==> config.mk <==
export PLATFORM = sky130hd
export DESIGN_NAME = rmii_tx_framer
export DESIGN_NICKNAME = d
export VERILOG_FILES = /design/src/rtl/rmii_txf_pkg.sv /design/src/rtl/rmii_txf_crc.sv /design/src/rtl/rmii_txf_seq.sv /design/src/rtl/rmii_txf_out.sv /design/src/rtl/rmii_tx_framer.sv
export SDC_FILE = /design/constraint.sdc
export NUM_CORES = 1
export LEC_CHECK = 0
export ABC_AREA = 0
export BUFFER_PORTS_ARGS = -buffer_cell sky130_fd_sc_hd__clkbuf_2
export CAP_MARGIN = 20
export CORE_MARGIN = 3
export CORE_UTILIZATION = 55
export DETAILED_ROUTE_END_ITERATION = 16
export PLACE_DENSITY = 0.7
export SLEW_MARGIN = 20
export SYNTH_ARGS = -nofsm -noshare
export SYNTH_HDL_FRONTEND = slang
export SYNTH_SLANG_ARGS = --single-unit
==> constraint.sdc <==
create_clock -name clk -period 2.3 [get_ports clk]
set_input_delay 0.46 -clock clk [delete_from_list [all_inputs] [get_ports clk]]
set_output_delay 0.46 -clock clk [all_outputs]
set_load 0.02 [all_outputs]
==> src/rtl/rmii_txf_pkg.sv <==
package rmii_txf_pkg;

  localparam int BYTE_W          = 8;
  localparam int SYM_W           = 2;
  localparam int SYMS_PER_BYTE   = BYTE_W / SYM_W;
  localparam int CRC_W           = 32;
  localparam int CRC_BYTES       = CRC_W / BYTE_W;
  localparam logic [CRC_W-1:0] CRC_PRESET    = '1;
  localparam logic [CRC_W-1:0] CRC_POLY_REFL = 32'hEDB88320;

  localparam logic [SYM_W-1:0] SYM_PREAMBLE  = 2'b01;
  localparam logic [SYM_W-1:0] SYM_DELIM_END = 2'b11;

  typedef enum logic [2:0] {
    ST_IDLE,
    ST_PRE,
    ST_SFD,
    ST_DATA,
    ST_FCS,
    ST_GAP
  } txf_state_t;

  function automatic logic [CRC_W-1:0] crc_step_byte(
    input logic [CRC_W-1:0]  c_in,
    input logic [BYTE_W-1:0] d
  );
    logic [CRC_W-1:0] c;
    logic fb;
    c = c_in;
    for (int i = 0; i < BYTE_W; i++) begin
      fb = c[0] ^ d[i];
      c  = c >> 1;
      if (fb) c = c ^ CRC_POLY_REFL;
    end
    return c;
  endfunction

endpackage

==> src/rtl/rmii_txf_crc.sv <==
module rmii_txf_crc
  import rmii_txf_pkg::*;
(
  input  logic              clk,
  input  logic              rst,
  input  logic              clr,
  input  logic              en,
  input  logic [BYTE_W-1:0] data,
  output logic [CRC_W-1:0]  crc
);

  logic [CRC_W-1:0] crc_q;

  always_ff @(posedge clk) begin
    if (rst || clr)  crc_q <= CRC_PRESET;
    else if (en)     crc_q <= crc_step_byte(crc_q, data);
  end

  assign crc = crc_q;

  // the running checksum moves only on a clear or an accepted byte
  p_crc_hold_r5: assert property (@(posedge clk) disable iff (rst)
    (!clr && !en) |=> $stable(crc_q));

endmodule

==> src/rtl/rmii_txf_seq.sv <==
module rmii_txf_seq
  import rmii_txf_pkg::*;
#(
  parameter int PRE_BYTES = 7,
  parameter int IFG_CLKS  = 48
) (
  input  logic              clk,
  input  logic              rst,
  input  logic [BYTE_W-1:0] in_data,
  input  logic              in_valid,
  input  logic              in_last,
  output logic              in_ready,
  input  logic [CRC_W-1:0]  crc_in,
  output logic              crc_clr,
  output logic              crc_en,
  output txf_state_t        st,
  output logic [1:0]        sym_idx,
  output logic [SYM_W-1:0]  data_sym,
  output logic [SYM_W-1:0]  fcs_sym
);

  localparam int CNT_W = $clog2(PRE_BYTES + CRC_BYTES + 1);
  localparam int GAP_W = $clog2(IFG_CLKS + 1);
  localparam logic [1:0] SYM_LAST = 2'(SYMS_PER_BYTE - 1);

  logic [CNT_W-1:0]  cnt;
  logic [GAP_W-1:0]  gap_cnt;
  logic [BYTE_W-1:0] byte_sh;
  logic [CRC_W-1:0]  fcs_sh;
  logic              last_q;
  logic              fetch;
  logic              grp_end;

  assign grp_end  = (sym_idx == SYM_LAST);
  assign in_ready = grp_end && ((st == ST_SFD) || (st == ST_DATA && !last_q));
  assign fetch    = in_ready && in_valid;
  assign crc_clr  = (st == ST_IDLE) && in_valid;
  assign crc_en   = fetch;
  assign data_sym = byte_sh[SYM_W-1:0];
  assign fcs_sym  = fcs_sh[SYM_W-1:0];

  always_ff @(posedge clk) begin
    if (rst) begin
      st      <= ST_IDLE;
      sym_idx <= '0;
      cnt     <= '0;
      gap_cnt <= '0;
      byte_sh <= '0;
      fcs_sh  <= '0;
      last_q  <= 1'b0;
    end else begin
      sym_idx <= (st == ST_IDLE || st == ST_GAP) ? 2'd0 : sym_idx + 2'd1;
      byte_sh <= byte_sh >> SYM_W;
      fcs_sh  <= fcs_sh >> SYM_W;
      if (fetch) begin
        byte_sh <= in_data;
        last_q  <= in_last;
      end
      case (st)
        ST_IDLE: if (in_valid) begin
          st  <= ST_PRE;
          cnt <= '0;
        end
        ST_PRE: if (grp_end) begin
          if (cnt == CNT_W'(PRE_BYTES - 1)) begin
            st  <= ST_SFD;
            cnt <= '0;
          end else begin
            cnt <= cnt + 1'b1;
          end
        end
        ST_SFD: if (grp_end) begin
          if (in_valid) begin
            st <= ST_DATA;
          end else begin
            st     <= ST_FCS;
            fcs_sh <= ~crc_in;
          end
        end
        ST_DATA: if (grp_end && !fetch) begin
          st     <= ST_FCS;
          fcs_sh <= ~crc_in;
          cnt    <= '0;
        end
        ST_FCS: if (grp_end) begin
          if (cnt == CNT_W'(CRC_BYTES - 1)) begin
            st      <= ST_GAP;
            gap_cnt <= '0;
          end else begin
            cnt <= cnt + 1'b1;
          end
        end
        ST_GAP: begin
          if (gap_cnt == GAP_W'(IFG_CLKS - 2)) st <= ST_IDLE;
          else                                 gap_cnt <= gap_cnt + 1'b1;
        end
        default: st <= ST_IDLE;
      endcase
    end
  end

  // data symbols advance one position per cycle inside a byte
  p_sym_step_r4: assert property (@(posedge clk) disable iff (rst)
    (st == ST_DATA && sym_idx != SYM_LAST) |=>
      (st == ST_DATA && sym_idx == $past(sym_idx) + 2'd1));

  // at most one acceptance per byte slot
  p_ready_pulse_r7: assert property (@(posedge clk) disable iff (rst)
    in_ready |=> !in_ready);

  // the marked final byte hands over to the checksum
  p_last_closes_r11: assert property (@(posedge clk) disable iff (rst)
    (st == ST_DATA && last_q && grp_end) |=> (st == ST_FCS));

endmodule

==> src/rtl/rmii_txf_out.sv <==
module rmii_txf_out
  import rmii_txf_pkg::*;
(
  input  logic             clk,
  input  logic             rst,
  input  txf_state_t       st,
  input  logic [1:0]       sym_idx,
  input  logic [SYM_W-1:0] data_sym,
  input  logic [SYM_W-1:0] fcs_sym,
  output logic             tx_en,
  output logic [SYM_W-1:0] tx_d
);

  logic             busy;
  logic [SYM_W-1:0] sym;

  always_comb begin
    busy = 1'b1;
    sym  = '0;
    case (st)
      ST_PRE:  sym = SYM_PREAMBLE;
      ST_SFD:  sym = (sym_idx == 2'(SYMS_PER_BYTE - 1)) ? SYM_DELIM_END : SYM_PREAMBLE;
      ST_DATA: sym = data_sym;
      ST_FCS:  sym = fcs_sym;
      default: busy = 1'b0;
    endcase
  end

  always_ff @(posedge clk) begin
    if (rst) begin
      tx_en <= 1'b0;
      tx_d  <= '0;
    end else begin
      tx_en <= busy;
      tx_d  <= busy ? sym : '0;
    end
  end

  // an idle line carries the zero symbol
  p_idle_quiet_r6: assert property (@(posedge clk) disable iff (rst)
    !tx_en |-> (tx_d == '0));

endmodule

==> src/rtl/rmii_tx_framer.sv <==
module rmii_tx_framer
  import rmii_txf_pkg::*;
#(
  parameter int PRE_BYTES = 7,
  parameter int IFG_CLKS  = 48
) (
  input  logic       clk,
  input  logic       rst,
  input  logic [7:0] in_data,
  input  logic       in_valid,
  input  logic       in_last,
  output logic       in_ready,
  output logic       tx_en,
  output logic [1:0] tx_d
);

  localparam int LOW_W = $clog2(IFG_CLKS + 1) + 1;

  txf_state_t       st;
  logic [1:0]       sym_idx;
  logic [SYM_W-1:0] data_sym;
  logic [SYM_W-1:0] fcs_sym;
  logic [CRC_W-1:0] crc;
  logic             crc_clr;
  logic             crc_en;

  rmii_txf_seq #(
    .PRE_BYTES (PRE_BYTES),
    .IFG_CLKS  (IFG_CLKS)
  ) u_seq (
    .clk      (clk),
    .rst      (rst),
    .in_data  (in_data),
    .in_valid (in_valid),
    .in_last  (in_last),
    .in_ready (in_ready),
    .crc_in   (crc),
    .crc_clr  (crc_clr),
    .crc_en   (crc_en),
    .st       (st),
    .sym_idx  (sym_idx),
    .data_sym (data_sym),
    .fcs_sym  (fcs_sym)
  );

  rmii_txf_crc u_crc (
    .clk  (clk),
    .rst  (rst),
    .clr  (crc_clr),
    .en   (crc_en),
    .data (in_data),
    .crc  (crc)
  );

  rmii_txf_out u_out (
    .clk      (clk),
    .rst      (rst),
    .st       (st),
    .sym_idx  (sym_idx),
    .data_sym (data_sym),
    .fcs_sym  (fcs_sym),
    .tx_en    (tx_en),
    .tx_d     (tx_d)
  );

  logic [LOW_W-1:0] low_run;
  logic             sent_q;
  logic [1:0]       grp_run;

  always_ff @(posedge clk) begin
    if (rst) begin
      low_run <= '0;
      sent_q  <= 1'b0;
      grp_run <= '0;
    end else if (tx_en) begin
      low_run <= '0;
      sent_q  <= 1'b1;
      grp_run <= grp_run + 2'd1;
    end else begin
      grp_run <= '0;
      if (low_run != '1) low_run <= low_run + 1'b1;
    end
  end

  // enable rises with a preamble symbol
  p_first_sym_r2: assert property (@(posedge clk) disable iff (rst)
    $rose(tx_en) |-> (tx_d == SYM_PREAMBLE));

  // a frame spans whole symbol groups
  p_whole_groups_r6: assert property (@(posedge clk) disable iff (rst)
    $fell(tx_en) |-> (grp_run == 2'd0));

  // minimum idle time between frames
  p_min_gap_r8: assert property (@(posedge clk) disable iff (rst)
    ($rose(tx_en) && sent_q) |-> (low_run >= LOW_W'(IFG_CLKS)));

endmodule

# --- Word level (Yosys, flattened, before mapping) ---
# Cells that the tools add are included.
# W data, S select, Z words.
op_classes:
  eq_ne: 19
  bitwise: 19
  muxes: 51
  addsub: 3
  n_reduce_logical: 20
op_table:
  columns: ["operator", "count"]
  rows:
  - ["$mux W32", 25]
  - ["$not A13 Y14", 8]
  - ["$pmux W32 S2", 1]
  - ["$not A32 Y32", 1]
  - ["$mux W3", 9]
  - ["$mux W4", 6]
  - ["$mux W6", 4]
  - ["$ne A2 B2 Y1 const B", 10]
  - ["$pmux W3 S6", 1]
  - ["$pmux W4 S4", 1]
  - ["$pmux W6 S2", 1]
  - ["$pmux W2 S4", 1]
  - ["$reduce_and A8 Y1", 1]
  - ["$xor A1 B1 Y1", 8]
  - ["$add A6 B1 Y6 const B", 1]
  - ["$eq A3 B2 Y1 const B", 2]
  - ["$eq A3 B3 Y1 const B", 2]
  - ["$eq A6 B6 Y1 const B", 1]
  - ["$reduce_and A6 Y1", 1]
  - ["$reduce_or A2 Y1", 3]
  - ["$logic_and A1 B1 Y1", 5]
  - ["$add A4 B1 Y4 const B", 1]
  - ["$eq A4 B2 Y1 const B", 1]
  - ["$eq A4 B3 Y1 const B", 1]
  - ["13 further kinds", 17]
totals:
  ff_bits: 91
  out_inout_bits: 4
  wordCells: 123

# --- Logic depth before layout (Yosys ltp) ---
depth:
  ltp_word: 33
  mapped_depth: 8

# --- By module ---
# From an unflattened synthesis, not the netlist that was laid out.
unflattened:
  hier_cells: 472
  area_unflattened_um2: 4346.7
by_module_without_submodules:
  columns: ["mod", "n_inst", "seq_area_each_um2", "cells_each", "area_each_um2"]
  rows:
  - ["rmii_txf_seq", 1, 1121.1, 262, 2338.5]
  - ["rmii_txf_crc", 1, 640.6, 194, 1851.8]
  - ["rmii_txf_out", 1, 60.1, 16, 156.4]

# --- Least setup slack after synthesis ---
# OpenSTA, ideal clock, no wires.
synth_path:
  path_type: "flip-flop to flip-flop"
  startpoint: "register u_seq.cnt[0]"
  endpoint: "register u_seq.gap_cnt[5]"
  path_slack_ps: 417
  arrival_ps: 1767
  path_buffers: 0
  path_stages_with_launch: 8
  required_time_ps: 2185
  path_cell_list: "dfxtp_1 -> ha_1 -> nor3b_1 -> a21oi_1 -> a2111oi_4 -> nand4_1 -> xor2_1 -> nor2_1"
synth_between:
  elab_chain_len: 3
synth_lines:
  columns: ["item", "line_no", "text"]
  rows:
  - ["from (decl)", "rmii_txf_seq.sv:26", "logic [CNT_W-1:0] cnt;"]
  - ["from (signal assigned)", "rmii_txf_seq.sv:69", "cnt <= cnt + 1'b1;"]
  - ["from (signal assigned)", "rmii_txf_seq.sv:90", "cnt <= cnt + 1'b1;"]
  - ["$eq A4 B2 Y1", "rmii_txf_seq.sv:86", "if (cnt == CNT_W'(CRC_BYTES - 1)) begin"]
  - ["$ne A2 B2 Y1 (no line)", null, null]
  - ["$reduce_and A4 Y1 (no line)", null, null]
  - ["to (signal assigned)", "rmii_txf_seq.sv:95", "else gap_cnt <= gap_cnt + 1'b1;"]
  - ["to (decl)", "rmii_txf_seq.sv:27", "logic [GAP_W-1:0] gap_cnt;"]
# No other way between the ends.
# A chain may end at the register's enable or synchronous reset.

# --- Worst setup path after layout ---
layout_path:
  startpoint: "register u_seq.st[2]"
  endpoint: "output in_ready"
layout_between:
  elab_chain_len: 4
layout_lines:
  columns: ["item", "line_no", "text"]
  rows:
  - ["from (decl)", "rmii_txf_seq.sv:16", "output txf_state_t st,"]
  - ["from (signal assigned)", "rmii_txf_seq.sv:44", "st <= ST_IDLE;"]
  - ["from (signal assigned)", "rmii_txf_seq.sv:61", "st <= ST_PRE;"]
  - ["from (signal assigned)", "rmii_txf_seq.sv:66", "st <= ST_SFD;"]
  - ["$eq A3 B2 Y1", "rmii_txf_seq.sv:35", "assign in_ready = grp_end && ((st == ST_SFD) || (st == ST_DATA && !last_q));"]
  - ["$logic_and A1 B1 Y1", "rmii_txf_seq.sv:35", null]
  - ["$logic_or A1 B1 Y1 (*)", "rmii_txf_seq.sv:35", null]
  - ["$logic_and A1 B1 Y1 (*)", "rmii_txf_seq.sv:35", null]
  - ["to (decl)", "rmii_tx_framer.sv:12", "output logic in_ready,"]
# Mark *: on every way between the ends. The rest lies on a longest branch, timed or not.

==> flow_metrics.tcl <==
set metrics [dict create \
    timing.fmax_ghz 0.482 \
    tns_ns 0 \
    cp.arrival_ns 1.61 \
    htree_levels 3 \
    r2r_slack_ns 0.30 \
    drc 0 \
    outcome "completed" \
    utilization 0.633 \
    fin_ws_ns 0.227 \
    period_needed_ns 2.07 \
    synth_top_area_frac 0.428 \
    synth_common_cells "dfxtp_1 (91), nor2_1 (79), nand2_1 (60), a21oi_1 (47), xnor2_1 (39)" \
    wl_per_cell_um 13.7 \
    routed.top_layer "met4" \
    rsz0062_at_grt "false" \
    gr-usage-all-layers 0.201 \
    report.final.slew_viol_count 0 \
    worstSetupStartpoint "u_seq.st[2]" \
    crit_type "flop to output pin" \
    met2_wirelength_mm 3.57 \
    crit_buf_inv 1 \
    peakVddDrop_mv 0.351 \
    synth_area_sq_um 4260 \
    cp_top_family "simple AND/OR/NAND/NOR gates" \
    clock_latency_ns 0.36 \
    hold_viol 0 \
    grt_max_degree 72 \
    routed_wirelength_mm 8.16 \
    synthCells 476 \
    maxSlewHeadroom 0.550 \
    die_w_um 94.0 \
    endpoint_kind "output pin" \
    vias 3087 \
    cts-buffers-inserted 9 \
    antenna_found_initial 0 \
    ant_nets 0 \
    hold_class "primary input to flop" \
    antenna_cells 0 \
    grt_overflow 0 \
    coreArea_sq_um 7370 \
    post_cts_buffers 0 \
    yosysSeqAreaShare 0.428 \
    finalCritPeriodShare 0.901 \
    cts_root_buffer "clkbuf_8" \
    cts_buffer_depth 2 \
    grt_pass1_vias 2934 \
    pre_cts_ws_ns 0.210 \
    path_cells "nor2_2 > nand2_1 > a21oi_1 > clkbuf_2" \
    path_clk_slew_ns 0.09 \
    fill_cells 655 \
    cp-start-kind "flop" \
    fin_nets 508 \
    die_h_um 94.0 \
    post-dp-hpwl_mm 5.59 \
    io_buffers 15 \
    critPathMaxStageDelay_ns 0.44 \
    grt_pass1_wl_mm 13.9 \
    avgSynthCellArea_sq_um 8.94 \
    cts.sinks 91 \
    met3_length_um 307 \
    drt_first_pass_iters 4 \
    drt_iter0_markers 116 \
    rows 31 \
    syn-num-nets 493 \
    hold_slack_ns 0.319 \
    yosysWarningCount 0 \
    cp.required_ns 1.84 \
    setup_viol_count_final 0 \
    clock_skew_ns 0.0118 \
    cts_tree "built" \
    cp_slowest_cell "dfxtp_1" \
    initial_core_util 0.578 \
    cp_max_fo 12 \
    synth.most_common_cell "dfxtp_1" \
    powerDensity_nw_per_um2 812 \
    r2r-start "u_seq.gap_cnt[0]" \
    synth_largest_area_cell "dfxtp_1" \
    p_leak_nw 1.86 \
    die_area_sq_um 8830 \
    total_power_mw 3.79 \
    worst_pin_slew_ns 0.675 \
    via_per_inst 5.20 \
    area_delta_synth_final_pct 9.64 \
    cap_violations 0 \
    yosysUniqueCellTypes 40 \
    drive_gt1_frac 0.139 \
    hold_start "in_last" \
    ys_seq_elements 91 \
    ys_top_cells_by_area "dfxtp_1 (43%), xnor2_1 (8.0%), nor2_1 (7.0%), a21oi_1 (5.5%), nand2_1 (5.3%)" \
    synth-edff-count 0 \
    ys_async_sr_fraction 0 \
    synthFlopType "dfxtp_1" \
    ioPinCount 16 \
    met1Wirelength_mm 4.18 \
    routabilityCongestion 0.827 \
]
==> registers in the layout, summed over array words and instances (netlist names) <==
signal,count
u_seq.sym_idx,2
u_seq.fcs_sh,32
u_out.tx_en,1
u_seq.cnt,4
u_seq.byte_sh,8
u_seq.gap_cnt,6
u_crc.crc,32
u_out.tx_d,2
u_seq.st,3
u_seq.last_q,1
==> cell usage in the layout (no fill, tap or decap), drive strengths merged, types with 3 or more instances in the layout <==
cell type / count
inv: 5
nand4: 5
ha: 5
o21ai: 6
a21oi: 47
buf: 15
xor2: 28
dfxtp: 91
nand2: 60
clkinv: 3
nor3b: 4
nand3: 3
and3: 5
xnor2: 51
o211ai: 32
nor3: 5
clkbuf: 26
nor2: 79
and2: 4
==> repair_timing <==
action | 4_1_cts | 5_1_grt
endpoints found under the setup margin | 0 | 3
resized for setup | 0 | 1
hold buffers | 0 | 0
==> kinds of logic after synthesis <==
| group | share of synthesized area |
|---|---|
| AOI/OAI and AO/OA | 0.147 |
| xor gates and xnor gates | 0.206 |
| adders and majority gates | 0.0147 |
| buffers and inverters | 0.0276 |
| DFF | 0.428 |
| muxes | 0.00500 |
| and+or+nand+nor | 0.172 |
==> cell type report <==
type                       count  area [sq um]  share of cell area
clock buffer                  11           131              0.0282
clock inverter                 4          52.6              0.0113
inverter                       5          18.8             0.00402
multi-input combinational    354          2330               0.499
sequential                    91          1820               0.390
tap                           99           124              0.0265
timing repair buffer          30           188              0.0402
==> worst min-delay path, cell delays in order <==
cell and delay (ns):
clkbuf_2 0.08, nand2_1 0.05, a21oi_1 0.05
==> final timing paths <==
| path | to | cells after the start |
|---|---|---|
| min | u_seq.last_q | 3 |
| min reg2reg | u_seq.sym_idx[0] | 1 |
| max reg2reg | u_seq.st[0] | 8 |
| max | in_ready | 4 |
==> report_power, final <==
part           total (mW)  switching, mW  internal (mW)  leakage, nW
sequential           1.71         0.0786           1.64        0.735
clock                1.04          0.540          0.499       0.0934
combinational        1.04          0.600          0.435         1.03
==> per-layer routing <==
layer  vias to the layer above  global-route usage
met5                         -                   0
met4                         0              0.0578
met3                         8              0.0585
met2                        47               0.315
met1                      1419               0.271
li1                       1613                   -
==> stage by stage <==
| stage | instances | instance area (sq um) |
|---|---|---|
| final | 594 | 4670 |
| after global routing | 594 | 4670 |
| after CTS | 594 | 4660 |
| after detailed placement | 579 | 4480 |
| after global placement | 579 | 4480 |
| after floorplan | 476 | 4260 |
(Power assumes the default switching activity.)
